### config.mk
export PLATFORM = sky130hd
export DESIGN_NAME = flash_lock_guard
export DESIGN_NICKNAME = d
export VERILOG_FILES = /design/src/rtl/flk_pkg.sv /design/src/rtl/flk_rules.sv /design/src/rtl/flk_store.sv /design/src/rtl/flk_id.sv /design/src/rtl/flash_lock_guard.sv
export SDC_FILE = /design/constraint.sdc
export NUM_CORES = 1
export LEC_CHECK = 0
export BUFFER_PORTS_ARGS = -buffer_cell sky130_fd_sc_hd__buf_2
export CAP_MARGIN = 10
export CORE_ASPECT_RATIO = 0.75
export CORE_MARGIN = 2
export CORE_UTILIZATION = 35
export CTS_CLUSTER_DIAMETER = 50
export DETAILED_ROUTE_END_ITERATION = 10
export GPL_TIMING_DRIVEN = 0
export MAX_ROUTING_LAYER = met4
export SLEW_MARGIN = 20
export SYNTH_ARGS = -nofsm -noshare
export SYNTH_HDL_FRONTEND = slang
export SYNTH_SLANG_ARGS = --single-unit
export TNS_END_PERCENT = 1
### constraint.sdc
create_clock -name clk -period 2.1 [get_ports clk]
set_clock_uncertainty 0.2 [all_clocks]
set_input_delay 0.315 -clock clk [delete_from_list [all_inputs] [get_ports clk]]
set_output_delay 0.315 -clock clk [all_outputs]
set_load 0.005 [all_outputs]
### src/rtl/flk_pkg.sv
`timescale 1ns/1ps
package flk_pkg;
    typedef enum logic [2:0] {
        OP_NONE  = 3'd0,
        OP_ERASE = 3'd1,
        OP_PROG  = 3'd2,
        OP_SETB  = 3'd3,
        OP_SETM  = 3'd4,
        OP_CLRB  = 3'd5,
        OP_RSV6  = 3'd6,
        OP_RSV7  = 3'd7
    } op_e;

    typedef enum logic [1:0] {
        LV_LOW  = 2'd0,
        LV_NORM = 2'd1,
        LV_HIGH = 2'd2,
        LV_ALT  = 2'd3
    } lvl_e;

    typedef struct packed {
        logic permit;
        logic reject;
        logic wr_blk;
        logic wr_mst;
        logic clr_all;
    } verdict_t;

    function automatic logic op_active(op_e op);
        return (op == OP_ERASE) || (op == OP_PROG) || (op == OP_SETB) ||
               (op == OP_SETM) || (op == OP_CLRB);
    endfunction
endpackage

### src/rtl/flk_rules.sv
`timescale 1ns/1ps
module flk_rules
    import flk_pkg::*;
(
    input  logic     valid,
    input  op_e      op,
    input  logic     vpp_ok,
    input  lvl_e     lvl,
    input  logic     tgt_locked,
    input  logic     mst,
    output verdict_t verdict
);
    logic act, hv, alive, ok;

    always_comb begin
        act   = valid && op_active(op);
        hv    = (lvl == LV_HIGH);
        alive = vpp_ok && (lvl != LV_LOW);
        unique case (op)
            OP_ERASE, OP_PROG: ok = !tgt_locked || hv;
            OP_SETB,  OP_CLRB: ok = !mst || hv;
            OP_SETM:           ok = hv;
            default:           ok = 1'b0;
        endcase
        verdict.permit  = act && alive && ok;
        verdict.reject  = act && !(alive && ok);
        verdict.wr_blk  = verdict.permit && (op == OP_SETB);
        verdict.wr_mst  = verdict.permit && (op == OP_SETM);
        verdict.clr_all = verdict.permit && (op == OP_CLRB);
    end
endmodule

### src/rtl/flk_store.sv
`timescale 1ns/1ps
module flk_store #(
    parameter int NBLK = 8,
    localparam int BLK_W = $clog2(NBLK)
) (
    input  logic             clk,
    input  logic             rst,
    input  logic             wr_blk,
    input  logic             wr_mst,
    input  logic             clr_all,
    input  logic [BLK_W-1:0] blk_idx,
    output logic [NBLK-1:0]  blk_lock,
    output logic             mst
);
    for (genvar g = 0; g < NBLK; g++) begin : g_bit
        always_ff @(posedge clk) begin
            if (rst)
                blk_lock[g] <= 1'b0;
            else if (clr_all)
                blk_lock[g] <= 1'b0;
            else if (wr_blk && (blk_idx == BLK_W'(g)))
                blk_lock[g] <= 1'b1;
        end
    end

    always_ff @(posedge clk) begin
        if (rst)
            mst <= 1'b0;
        else if (wr_mst)
            mst <= 1'b1;
    end

    logic armed;
    always_ff @(posedge clk) armed <= !rst;

    // clearing the block bits never touches the master bit
    assert_clr_keeps_master_R6: assert property (@(posedge clk) disable iff (rst || !armed)
        (clr_all && !wr_mst) |=> $stable(mst));
endmodule

### src/rtl/flk_id.sv
`timescale 1ns/1ps
module flk_id #(
    parameter int NBLK = 8,
    parameter int OFF_W = 4,
    parameter int DW = 8,
    parameter logic [DW-1:0] MFR_CODE = 8'hB0,
    parameter logic [DW-1:0] DEV_CODE = 8'h4C,
    localparam int BLK_W = $clog2(NBLK)
) (
    input  logic [BLK_W-1:0] id_blk,
    input  logic [OFF_W-1:0] id_off,
    input  logic [NBLK-1:0]  blk_lock,
    input  logic             mst,
    output logic [DW-1:0]    id_data
);
    localparam logic [OFF_W-1:0] OFF_MFR = OFF_W'(0);
    localparam logic [OFF_W-1:0] OFF_DEV = OFF_W'(1);
    localparam logic [OFF_W-1:0] OFF_BLK = OFF_W'(2);
    localparam logic [OFF_W-1:0] OFF_MST = OFF_W'(3);

    logic first;

    always_comb begin
        first   = (id_blk == '0);
        id_data = '0;
        if (first && id_off == OFF_MFR)
            id_data = MFR_CODE;
        else if (first && id_off == OFF_DEV)
            id_data = DEV_CODE;
        else if (id_off == OFF_BLK)
            id_data[0] = blk_lock[id_blk];
        else if (first && id_off == OFF_MST)
            id_data[0] = mst;
    end
endmodule

### src/rtl/flash_lock_guard.sv
`timescale 1ns/1ps
module flash_lock_guard
    import flk_pkg::*;
#(
    parameter int NBLK = 8,
    parameter int OFF_W = 4,
    parameter int DW = 8,
    parameter logic [DW-1:0] MFR_CODE = 8'hB0,
    parameter logic [DW-1:0] DEV_CODE = 8'h4C,
    localparam int BLK_W = $clog2(NBLK)
) (
    input  logic             clk,
    input  logic             rst,
    input  logic             req_valid,
    input  logic [2:0]       req_op,
    input  logic [BLK_W-1:0] req_blk,
    input  logic             vpp_ok,
    input  logic [1:0]       rp_lvl,
    input  logic [BLK_W-1:0] id_blk,
    input  logic [OFF_W-1:0] id_off,
    output logic [DW-1:0]    id_data,
    output logic             permit,
    output logic             viol
);
    verdict_t        v;
    logic [NBLK-1:0] blk_lock;
    logic            mst;

    flk_rules u_rules (
        .valid      (req_valid),
        .op         (op_e'(req_op)),
        .vpp_ok     (vpp_ok),
        .lvl        (lvl_e'(rp_lvl)),
        .tgt_locked (blk_lock[req_blk]),
        .mst        (mst),
        .verdict    (v)
    );

    flk_store #(.NBLK(NBLK)) u_store (
        .clk      (clk),
        .rst      (rst),
        .wr_blk   (v.wr_blk),
        .wr_mst   (v.wr_mst),
        .clr_all  (v.clr_all),
        .blk_idx  (req_blk),
        .blk_lock (blk_lock),
        .mst      (mst)
    );

    flk_id #(.NBLK(NBLK), .OFF_W(OFF_W), .DW(DW),
             .MFR_CODE(MFR_CODE), .DEV_CODE(DEV_CODE)) u_id (
        .id_blk   (id_blk),
        .id_off   (id_off),
        .blk_lock (blk_lock),
        .mst      (mst),
        .id_data  (id_data)
    );

    always_ff @(posedge clk) begin
        if (rst) begin
            permit <= 1'b0;
            viol   <= 1'b0;
        end else begin
            permit <= v.permit;
            viol   <= v.reject;
        end
    end

    logic armed;
    always_ff @(posedge clk) armed <= !rst;

    assert_one_outcome_R11: assert property (@(posedge clk) disable iff (rst)
        !(permit && viol));
    assert_quiet_idle_R11: assert property (@(posedge clk) disable iff (rst)
        !req_valid |=> (!permit && !viol));
    assert_dead_supply_R7: assert property (@(posedge clk) disable iff (rst)
        (req_valid && (!vpp_ok || rp_lvl == 2'd0)) |=> !permit);
    assert_master_needs_hv_R4: assert property (@(posedge clk) disable iff (rst)
        (req_valid && req_op == 3'd4 && rp_lvl != 2'd2) |=> !permit);
    assert_clear_all_R6: assert property (@(posedge clk) disable iff (rst)
        (req_valid && req_op == 3'd5 && rp_lvl == 2'd2 && vpp_ok) |=> (blk_lock == '0));
    // with the reset pin low no lock bit moves
    assert_low_level_holds_R10: assert property (@(posedge clk) disable iff (rst || !armed)
        (rp_lvl == 2'd0) |=> ($stable(blk_lock) && $stable(mst)));
endmodule

# Word-level counts from Yosys, hierarchy flattened
# Index checks and enable logic that the tools add are counted.
# totals
regBits	11
in_bits	19
output_inout_bits	10
wordCells	75
# op_classes
order_cmp	2
n_eq_ne	16
n_mux	10
n_reduce_logical	36
# ops
operator	n
logical AND 1 bit	20
equality test 3 bit, second input constant	6
equality test 3 x 2 -> 1 bit, second input constant	4
equality test 4 x 2 -> 1 bit, second input constant	2
less-than comparator 3 x 4 -> 1 bit, second input constant	2
two-way mux 8 bit	1
binary-select mux 1 bit (select 3 bit)	2
equality test 3 x 1 -> 1 bit, second input constant	2
zero test 3 bit	2
logical OR 1 bit	6
two-way mux 6 bit	1
OR reduction 2 bit	3
two-way mux 1 bit	5
equality test 4 x 1 -> 1 bit, second input constant	1
zero test 4 bit	1
zero test 1 bit	3
case mux 1 bit (3 select lines)	1
equality test 2 bit, second input constant	1
nonzero test 2 bit	1

# Longest topological paths before layout
# Gate-level depths: netlist of run 1.
# logic_depth
depth_word	10
depth_mapped	5
depth_no_buf	4

# By module
# Synthesis of run 1 repeated with hierarchy kept, for this count alone.
# hier_totals
hier_cells	73
hier_area_um2	780.7
# by_module_without_submodules
module	instances	cells_per_inst	area_per_inst_um2	seq_area_each_um2
flk_store	1	28	336.6	180.2
flk_rules	1	20	172.7	0.0
flk_id	1	18	155.1	0.0
flash_lock_guard	1	7	116.4	40.0

# Worst setup path after synthesis of run 1
# No wires, ideal clock.
# synth_timing
path_kind	in2out
startpoint	input id_blk[1]
endpoint	output id_data[5]
t_arrival_ns	1.420
required_ns	1.585
slack_ns	0.165
stages	4
path_buffers	1
path_cell_list	or3_1 -> or4_1 -> nor2_1 -> buf_4
# synth_via
elab_chain_len	3
# synth_rtl
element	line	text
from (decl)	flash_lock_guard.sv:19	input logic [BLK_W-1:0] id_blk,
zero test 3 bit	flk_id.sv:24	first = (id_blk == '0);
logical AND 1 bit	flk_id.sv:26	if (first && id_off == OFF_MFR)
two-way mux 8 bit	flk_id.sv:26	
to (decl)	flash_lock_guard.sv:21	output logic [DW-1:0] id_data,
# No other way between the ends.

# Worst setup path after layout of run 1
# Ends and elaborated chain as after synthesis.

==> results of run 1 <==
state kept, by name, summed over array words and instances, names as in the netlist:
register          cells
permit                1
u_store.blk_lock      8
viol                  1
u_store.mst           1
per-layer routing:
metal	vias up	part of all wire
li1	346	-
met4	0	0.0056
met2	22	0.43
met5	-	0
met1	316	0.49
met3	2	0.077
report_power, final:
group          total (mW)  internal (mW)  switching, mW
Combinational      0.0761         0.0339         0.0421
Clock               0.143         0.0735         0.0699
Sequential          0.211          0.211       0.000790
Yosys cell counts, types with 3 or more instances:
master,n,area (um2)
buf_4,5,37.5
nor2b_1,3,18.8
a21oi_1,4,20.0
dfxtp_1,11,220
mux4_2,3,67.6
nor2_1,12,45.0
a31oi_1,5,31.3
mux2i_1,3,30.0
nand3_1,3,15.0
inv_1,5,18.8
logic make-up after synthesis:
family,Yosys count,synth area share
buffers and inverters,13,0.105
muxes,6,0.137
and+or+nand+nor,29,0.225
xor gates and xnor gates,1,0.0123
other,1,0.00527
DFF,11,0.309
AOI/OAI and AO/OA,19,0.206
final timing paths:
kind	cells past startpoint	start	endpoint
setup / recovery	6	id_blk[1]	id_data[5]
hold / removal	2	rst	u_store.mst$_SDFFE_PP0P_
setup reg to reg	4	u_store.mst$_SDFFE_PP0P_	u_store.blk_lock[5]$_SDFFE_PP0P_
hold reg to reg	2	u_store.blk_lock[2]$_SDFFE_PP0P_	u_store.blk_lock[2]$_SDFFE_PP0P_
what timing repair did:
item / in CTS / in global routing
gates resized for setup: 6 / 0
endpoints found under the setup margin: 4 / 4
setup buffers: 0 / 0
final cells by class:
cell class                      instances  area (um2)  share of cell area
Tap cell                               24        30.0              0.0329
Multi-Input combinational cell         56         440               0.483
Sequential cell                        11         220               0.241
Buffer                                  8        56.3              0.0617
Inverter                                5        18.8              0.0206
Clock buffer                            4        26.3              0.0288
Timing Repair Buffer                   24         120               0.132
layout by cell type (no fill, tap or decap), drive strengths merged, types with 2 or more instances in the layout:
master / netlist / layout
o21ai: 2 / 2
dfxtp: 11 / 11
a41oi: 2 / 2
nor2b: 3 / 3
nand3: 3 / 3
a21oi: 4 / 4
mux4: 3 / 3
buf: 6 / 30
inv: 5 / 5
nor2: 12 / 12
nand4b: 2 / 2
mux2i: 3 / 3
a31oi: 5 / 5
clkbuf: 2 / 6
critical path: stages:
cell and delay [ns]:
buf_2 0.12, or3_4 0.38, or4_4 0.46, nor2_4 0.11, buf_4 0.11, buf_2 0.10
through the flow:
stage / utilization / setup TNS (ns) / worst slack [ns] / power, mW
5_1_grt: 0.465 / -0.203 / -0.0586 / 0.458
3_5_place_dp: 0.439 / -0.283 / -0.0758 / 0.289
6_report: 0.465 / -0.0125 / -0.00596 / 0.431
2_1_floorplan: - / 0 / 0.165 / 0.258
3_3_place_gp: 0.439 / -0.169 / -0.0429 / 0.288
4_1_cts: 0.465 / -0.0449 / -0.0160 / 0.438
==> metrics.md, run 1 <==
| Metric | Value |
|---|---|
| Drt pass-1 iters | 3 |
| Tmin final | 2.11 ns |
| Worst min path class | primary input to flop |
| Leakage dissipation | 0.393 nW |
| Worst hold slack | 0.0704 ns |
| TritonCTS buffer count | 3 |
| Largest net degree at the start of global routing | 9 |
| Vias/cell | 5.20 |
| EDFF count, synth | 0 |
| CTS clk-pin slew, worst paths | 0.07 ns |
| Clk buf depth | 2 |
| Fillcell total | 214 |
| Met1 Track Usage GR | 0.193 |
| Worst VDD drop | 0.330 mV |
| Pwr per Cell Area | 473 nW/um2 |
| Crit path max fanout | 3 |
| Area grow syn2layout | 28.1% |
| Seq/Total Area, Yosys | 0.309 |
| First-pass GRT wire length | 2750 um |
| GR Util met2 | 0.224 |
| Clock Sinks | 11 |
| Worst Tran Pin Value | 0.539 ns |
| Worst setup SP type | primary input |
| Total routed wirelength | 1590 um |
| Total of max-cap violations | 0 |
| Placed inst area | 862 um2 |
| Main synth FF type | dfxtp_1 |
| Tot GR Track Use | 0.150 |
| RSZ-0062 raised after global routing | yes |
| CTS Hold Bufs | 0 |
| Period utilization | 1.00 |
| Final hold viol count | 0 |
| Antenna violations before repair | 0 |
| Final non-filler cell area | 912 um2 |
| Initial Util | 0.363 |
| Post-Syn Area | 712 um2 |
| Post-DRT Antenna Nets | 0 |
| Max Freq | 475 MHz |
| Initial drt markers | 13 |
| Die Area | 2410 um2 |
| Slew headroom | 0.640 |
| PortBufs | 24 |
| Avg Inst Size Synth | 8.90 um2 |
| Placed wire-length estimate | 1270 um |
| Post-synth ARST share | 0 |
| GR Overflow Total | 0 |
| GRT Max-Usage Layer | met2 |
| WP data arrival | 1.59 ns |
| Routed vias | 686 |
| Final Non-Filler Cells | 132 |
| N_diodes | 0 |
| Syn nets | 99 |
| Violated checks | negative setup slack |
| CTS tree | built |
| Worst setup margin | -0.00596 ns |
| Status | finished, violations left |
| Die height | 43.1 um |
| R2R setup slack | 0.44 ns |
| Setup CP Type | primary input to primary output |
| Htree depth | 1 |
| Flops & latches, synth | 11 |
| Final setup vio count | 4 |
| M3 GR Usage | 0.0640 |
| Worst path required time | 1.58 ns |
| Core area | 1960 um2 |
| WL per Instance | 12.1 um |
| Root Driver | clkbuf_4 |
| Synthesized instance count | 80 |
| Placed Cells | 128 |
| Row count | 14 |
| Layout cells sized above 1 | 0.398 |
| RePlAce Congestion | 0.800 |
| Num ports | 29 |
| Die X | 56.1 um |
| Number of synthesis warnings | 0 |
| Vias in the first global route | 634 |
| Clock latency on the worst-skew pair | 0.27 ns |
| Slew Limit Fails | 0 |
| Setup crit end kind | primary output |
| Nets | 128 |
| Synth unique cells | 32 |
| DR DRC count | 0 |
Note: power is estimated with default switching activity, not from simulation.
==> run 2, diff against run 1 <==
--- a/config.mk
+++ b/config.mk
@@ -14,6 +14,7 @@
 export DETAILED_ROUTE_END_ITERATION = 10
 export GPL_TIMING_DRIVEN = 0
 export MAX_ROUTING_LAYER = met4
+export RECOVER_POWER = 25
 export SLEW_MARGIN = 20
 export SYNTH_ARGS = -nofsm -noshare
 export SYNTH_HDL_FRONTEND = slang
==> constraint.sdc (replaced) <==
create_clock -name clk -period 2.1 [get_ports clk]
set_clock_uncertainty 0.2 [all_clocks]
set_input_delay 0.315 -clock clk [delete_from_list [all_inputs] [get_ports clk]]
set_output_delay 0.315 -clock clk [all_outputs]
set_load 0.01 [all_outputs]
==> metrics.md, run 2 (same netlist as run 1, synthesis figures left out) <==
| Metric | Value |
|---|---|
| Status | finished, violations left |
| Violated checks | negative setup slack |
| First-pass GRT wire length | 2770 um (+0.98%) |
| Most Frequent Cell on Critical Path | buf_4 |
| Hold-critical path depth | 2 (unchanged) |
| Root Driver | clkbuf_4 |
| Placed Cells | 128 (unchanged) |
| Fillcell total | 217 (+1.4%) |
| Final hold viol count | 0 (unchanged) |
| Nets | 128 (unchanged) |
| Crit path max fanout | 3 (unchanged) |
| Drt pass-1 iters | 4 (+1) |
| Tot GR Track Use | 0.152 (+0.00133) |
| R2R setup slack | 0.41 ns (-0.03 ns) |
| Slew Limit Fails | 0 (unchanged) |
| Slowest cell on the critical path | or4_4 |
| PortBufs | 24 (unchanged) |
| Num ports | 29 (unchanged) |
| Largest net degree at the start of global routing | 9 (unchanged) |
| Die X | 56.1 um (unchanged) |
| RSZ-0062 raised after global routing | yes |
| CTS Hold Bufs | 0 (unchanged) |
| Initial Util | 0.363 (unchanged) |
| RR Startpoint | u_store.mst$_SDFFE_PP0P_ |
| Antenna violations before repair | 0 (unchanged) |
| Worst VDD drop | 0.329 mV (-0.17%) |
| CTS clk-pin slew, worst paths | 0.07 ns (about the same) |
| Worst min path class | primary input to flop |
| Worst path required time | 1.58 ns (about the same) |
| Post-CTS Setup Inserts | 0 (unchanged) |
| Core area | 1960 um2 (unchanged) |
| CTS tree | built |
| Top reg by flops | u_store.blk_lock |
| Vias in the first global route | 639 (+0.79%) |
| Clock Sinks | 11 (unchanged) |
| Largest register FFs | 8 (unchanged) |
| Total routed wirelength | 1590 um (about the same) |
| Reg2Reg Capture Point | u_store.blk_lock[5]$_SDFFE_PP0P_ |
| Final setup vio count | 4 (unchanged) |
| Clock latency on the worst-skew pair | 0.27 ns (about the same) |
| Slew headroom | 0.640 (unchanged) |
| Worst setup margin | -0.0132 ns (-0.00726 ns) |
| CP cell instances | buf_2 > or3_4 > or4_4 > nor2_4 > buf_4 > buf_4 |
| GR Overflow Total | 0 (unchanged) |
| DR DRC count | 0 (unchanged) |
| Most frequent cells in the layout | 18 x buf_2, 11 x dfxtp_1, 10 x nor2_1 |
| Leakage dissipation | 0.384 nW (-2.5%) |
| Slowest cell delay on critical path | 0.46 ns (about the same) |
| Area grow syn2layout | 29.2% |
| WL per Instance | 12.1 um (about the same) |
| Initial drt markers | 14 (+1) |
| Setup CP Type | primary input to primary output |
| Worst setup SP type | primary input |
| Most common cell after layout, fill and taps aside | buf_2 |
| N_diodes | 0 (unchanged) |
| R2R depth | 4 (unchanged) |
| Hold_sp | rst |
| Post-DRT Antenna Nets | 0 (unchanged) |
| Tmin final | 2.11 ns (+0.00726 ns) |
| WP data arrival | 1.60 ns (about the same) |
| Pwr per Cell Area | 469 nW/um2 (-0.67%) |
| Total of max-cap violations | 0 (unchanged) |
| Placed wire-length estimate | 1270 um (unchanged) |
| Final Non-Filler Cells | 132 (unchanged) |
| Setup crit end kind | primary output |
| Total power | 0.432 mW (+0.15%) |
| RePlAce Congestion | 0.800 (unchanged) |
| Routed vias | 689 (+0.44%) |
| Die height | 43.1 um (unchanged) |
| Die Area | 2410 um2 (unchanged) |
| Row count | 14 (unchanged) |
| Max Freq | 473 MHz (-0.34%) |
| Htree depth | 1 (unchanged) |
| Layout cells sized above 1 | 0.380 (-0.0185) |
| TritonCTS buffer count | 3 (unchanged) |
| Worst Tran Pin Value | 0.539 ns (unchanged) |
| Vias/cell | 5.22 (+0.44%) |
| Period utilization | 1.01 (+0.00346) |
| Clk buf depth | 2 (unchanged) |
| WHS Endpoint | u_store.mst$_SDFFE_PP0P_ |
==> run 2: metal layers <==
layer | up-vias | track usage | part of all wire
met2 | 22 | 0.226 | 0.43
met1 | 317 | 0.195 | 0.48
met5 | - | - | 0
met3 | 2 | 0.0640 | 0.080
li1 | 348 | - | -
met4 | 0 | 0.0286 | 0.0056
==> run 2: worst max path at each step <==
stage | endpoint | slack (ns) | depth (start not counted) | startpoint
4_1_cts | id_data[5] | -0.02 | 6 | id_blk[1]
5_1_grt | id_data[3] | -0.08 | 6 | id_blk[1]
3_5_place_dp | id_data[3] | -0.09 | 6 | id_blk[1]
2_1_floorplan | id_data[5] | 0.07 | 4 | id_blk[1]
6_report | id_data[5] | -0.01 | 6 | id_blk[1]
3_3_place_gp | id_data[6] | -0.06 | 6 | id_blk[1]
==> run 2: metrics by stage <==
step | utilization | setup TNS (ns) | hold slack, ns | cell area [um2] | worst slack (ns)
6_report | 0.469 | -0.0441 | 0.0711 | 920 | -0.0132
5_1_grt | 0.469 | -0.248 | 0.0673 | 920 | -0.0781
4_1_cts | 0.470 | -0.0837 | 0.0668 | 922 | -0.0241
3_5_place_dp | 0.439 | -0.364 | 0.262 | 862 | -0.0936
3_3_place_gp | 0.439 | -0.240 | 0.258 | 862 | -0.0607
2_1_floorplan | - | 0 | 0.219 | 712 | 0.0698
==> run 2: what timing repair did <==
item,in CTS,in global routing
resized for setup,10,0
pin swaps,0,0
setup endpoints to repair,5,5
==> run 2: cell type report <==
type,count,area (um2),area share
inverters,5,18.8,0.0204
flip-flops and latches,11,220,0.239
multi-input cells,56,440,0.479
well taps,24,30.0,0.0327
repair buffers,24,128,0.139
plain buffers,8,56.3,0.0612
clock buffers,4,26.3,0.0286
==> run 2: report_power, final <==
group / switching [mW] / internal, mW / total (mW)
registers: 0.000830 / 0.211 / 0.212
logic: 0.0435 / 0.0338 / 0.0773
clock network: 0.0693 / 0.0735 / 0.143
total: 0.114 / 0.318 / 0.432
==> run 2: critical path: cells and delay by family <==
kind / cells / cell delay (ns)
simple gates: 3 / 0.95
buf+inv: 3 / 0.33
==> run 3, diff against run 2 <==
--- a/config.mk
+++ b/config.mk
@@ -14,7 +14,6 @@
 export DETAILED_ROUTE_END_ITERATION = 10
 export GPL_TIMING_DRIVEN = 0
 export MAX_ROUTING_LAYER = met4
-export RECOVER_POWER = 25
 export SLEW_MARGIN = 20
 export SYNTH_ARGS = -nofsm -noshare
 export SYNTH_HDL_FRONTEND = slang
==> metrics.md, run 3 (same netlist as run 1, synthesis figures left out) <==
| Metric | Value |
|---|---|
| Status | finished, violations left |
| Violated checks | negative setup slack |
| Num ports | 29 (unchanged) |
| Final setup vio count | 4 (unchanged) |
| CTS tree | built |
| Clock latency on the worst-skew pair | 0.27 ns (about the same) |
| Placed wire-length estimate | 1270 um (unchanged) |
| Total of max-cap violations | 0 (unchanged) |
| Initial drt markers | 17 (+3) |
| TritonCTS buffer count | 3 (unchanged) |
| Top reg by flops | u_store.blk_lock |
| Setup CP Type | primary input to primary output |
| Tot GR Track Use | 0.152 (unchanged) |
| Slew headroom | 0.640 (unchanged) |
| Total routed wirelength | 1600 um (+0.13%) |
| Worst setup SP type | primary input |
| Worst setup margin | -0.0132 ns (-0.00000670 ns) |
| Placed Cells | 128 (unchanged) |
| Period utilization | 1.01 (about the same) |
| Leakage dissipation | 0.393 nW (+2.4%) |
| Fillcell total | 215 (-0.92%) |
| WP data arrival | 1.60 ns (about the same) |
| Worst path required time | 1.58 ns (about the same) |
| Largest register FFs | 8 (unchanged) |
| Clk buf depth | 2 (unchanged) |
| Final Non-Filler Cells | 132 (unchanged) |
| First-pass GRT wire length | 2770 um (unchanged) |
| N_diodes | 0 (unchanged) |
| Die X | 56.1 um (unchanged) |
| RePlAce Congestion | 0.800 (unchanged) |
| Worst VDD drop | 0.330 mV (+0.23%) |
| CTS clk-pin slew, worst paths | 0.07 ns (about the same) |
| Pwr per Cell Area | 469 nW/um2 (about the same) |
| Max Freq | 473 MHz (about the same) |
| Vias/cell | 5.21 (-0.15%) |
| RSZ-0062 raised after global routing | yes |
| DR DRC count | 0 (unchanged) |
| Slew Limit Fails | 0 (unchanged) |
| PortBufs | 24 (unchanged) |
| Worst Tran Pin Value | 0.539 ns (unchanged) |
| R2R depth | 4 (unchanged) |
| WL per Instance | 12.1 um (+0.13%) |
| Post-DRT Antenna Nets | 0 (unchanged) |
| Initial Util | 0.363 (unchanged) |
| Final hold viol count | 0 (unchanged) |
| Vias in the first global route | 639 (unchanged) |
| Area grow syn2layout | 29.5% |
| Most common cell after layout, fill and taps aside | buf_2 |
| Routed vias | 688 (-0.15%) |
| Setup crit end kind | primary output |
| Row count | 14 (unchanged) |
| Tmin final | 2.11 ns (+0.00000670 ns) |
| Clock Sinks | 11 (unchanged) |
| Nets | 128 (unchanged) |
| Hold-critical path depth | 2 (unchanged) |
| Worst min path class | primary input to flop |
| Crit path max fanout | 3 (unchanged) |
| Most frequent cells in the layout | 20 x buf_2, 11 x dfxtp_1, 10 x nor2_1 |
| Die Area | 2410 um2 (unchanged) |
| GR Overflow Total | 0 (unchanged) |
| Largest net degree at the start of global routing | 9 (unchanged) |
| Htree depth | 1 (unchanged) |
| Antenna violations before repair | 0 (unchanged) |
| Die height | 43.1 um (unchanged) |
| Drt pass-1 iters | 3 (-1) |
| Root Driver | clkbuf_4 |
| Core area | 1960 um2 (unchanged) |
| Layout cells sized above 1 | 0.398 (+0.0185) |
| Pre-CTS WS | -0.0936 ns (unchanged) |
==> run 3: cell types whose count changed in the layout (fill, tap and decap cells not counted) <==
| cell | before | now |
|---|---|---|
| and2_0 | 1 | 0 |
| and2_1 | 0 | 1 |
| buf_2 | 18 | 20 |
| clkbuf_1 | 5 | 3 |
==> run 3: path summary, 6_finish.rpt <==
check | from | to | slack (ns)
setup / recovery | id_blk[1] | id_data[5] | -0.01
hold / removal | rst | u_store.mst$_SDFFE_PP0P_ | 0.07
setup reg to reg | u_store.mst$_SDFFE_PP0P_ | u_store.blk_lock[5]$_SDFFE_PP0P_ | 0.44
hold reg to reg | u_store.blk_lock[2]$_SDFFE_PP0P_ | u_store.blk_lock[2]$_SDFFE_PP0P_ | 0.27
==> run 3: critical path: stages <==
cell	delay, ns
buf_2	0.12
or3_4	0.38
or4_4	0.46
nor2_4	0.11
buf_4	0.11
buf_4	0.10
==> run 3: power by group <==
group          leakage [nW]  switching (mW)  total, mW  internal, mW
clock                0.0150          0.0699      0.143        0.0735
sequential           0.0888        0.000789      0.211         0.211
combinational         0.289          0.0435     0.0778        0.0343
total                 0.393           0.114      0.433         0.318
==> run 3: area by class of cell <==
type,instances,area [um2],share of cell area
buffer,8,56.3,0.0611
clock buffer,4,26.3,0.0285
inverter,5,18.8,0.0204
multi-input combinational,56,440,0.478
sequential,11,220,0.239
tap,24,30.0,0.0326
timing repair buffer,24,130,0.141
==> run 3: through the flow <==
| stage | hold slack, ns | TNS [ns] | total power [mW] | utilization | instance area [um2] |
|---|---|---|---|---|---|
| after floorplan | 0.219 | 0 | 0.259 | - | 712 |
| after global placement | 0.258 | -0.240 | 0.290 | 0.439 | 862 |
| after detailed placement | 0.262 | -0.364 | 0.291 | 0.439 | 862 |
| after CTS | 0.0668 | -0.0837 | 0.440 | 0.470 | 922 |
| after global routing | 0.0673 | -0.248 | 0.460 | 0.470 | 922 |
| final | 0.0704 | -0.0441 | 0.433 | 0.470 | 922 |
==> run 3: timing repair <==
item,4_1_cts,5_1_grt
resized for setup,10,0
hold buffers,0,0
setup endpoints to repair,5,5
setup buffers,0,0
hold endpoints to repair,0,0
==> run 3: per-layer routing <==
metal	vias up	GRT usage	part of all wire
met2	22	0.226	0.43
met3	2	0.0640	0.078
met1	316	0.195	0.48
met4	0	0.0286	0.0056
met5	-	-	0
li1	348	-	-
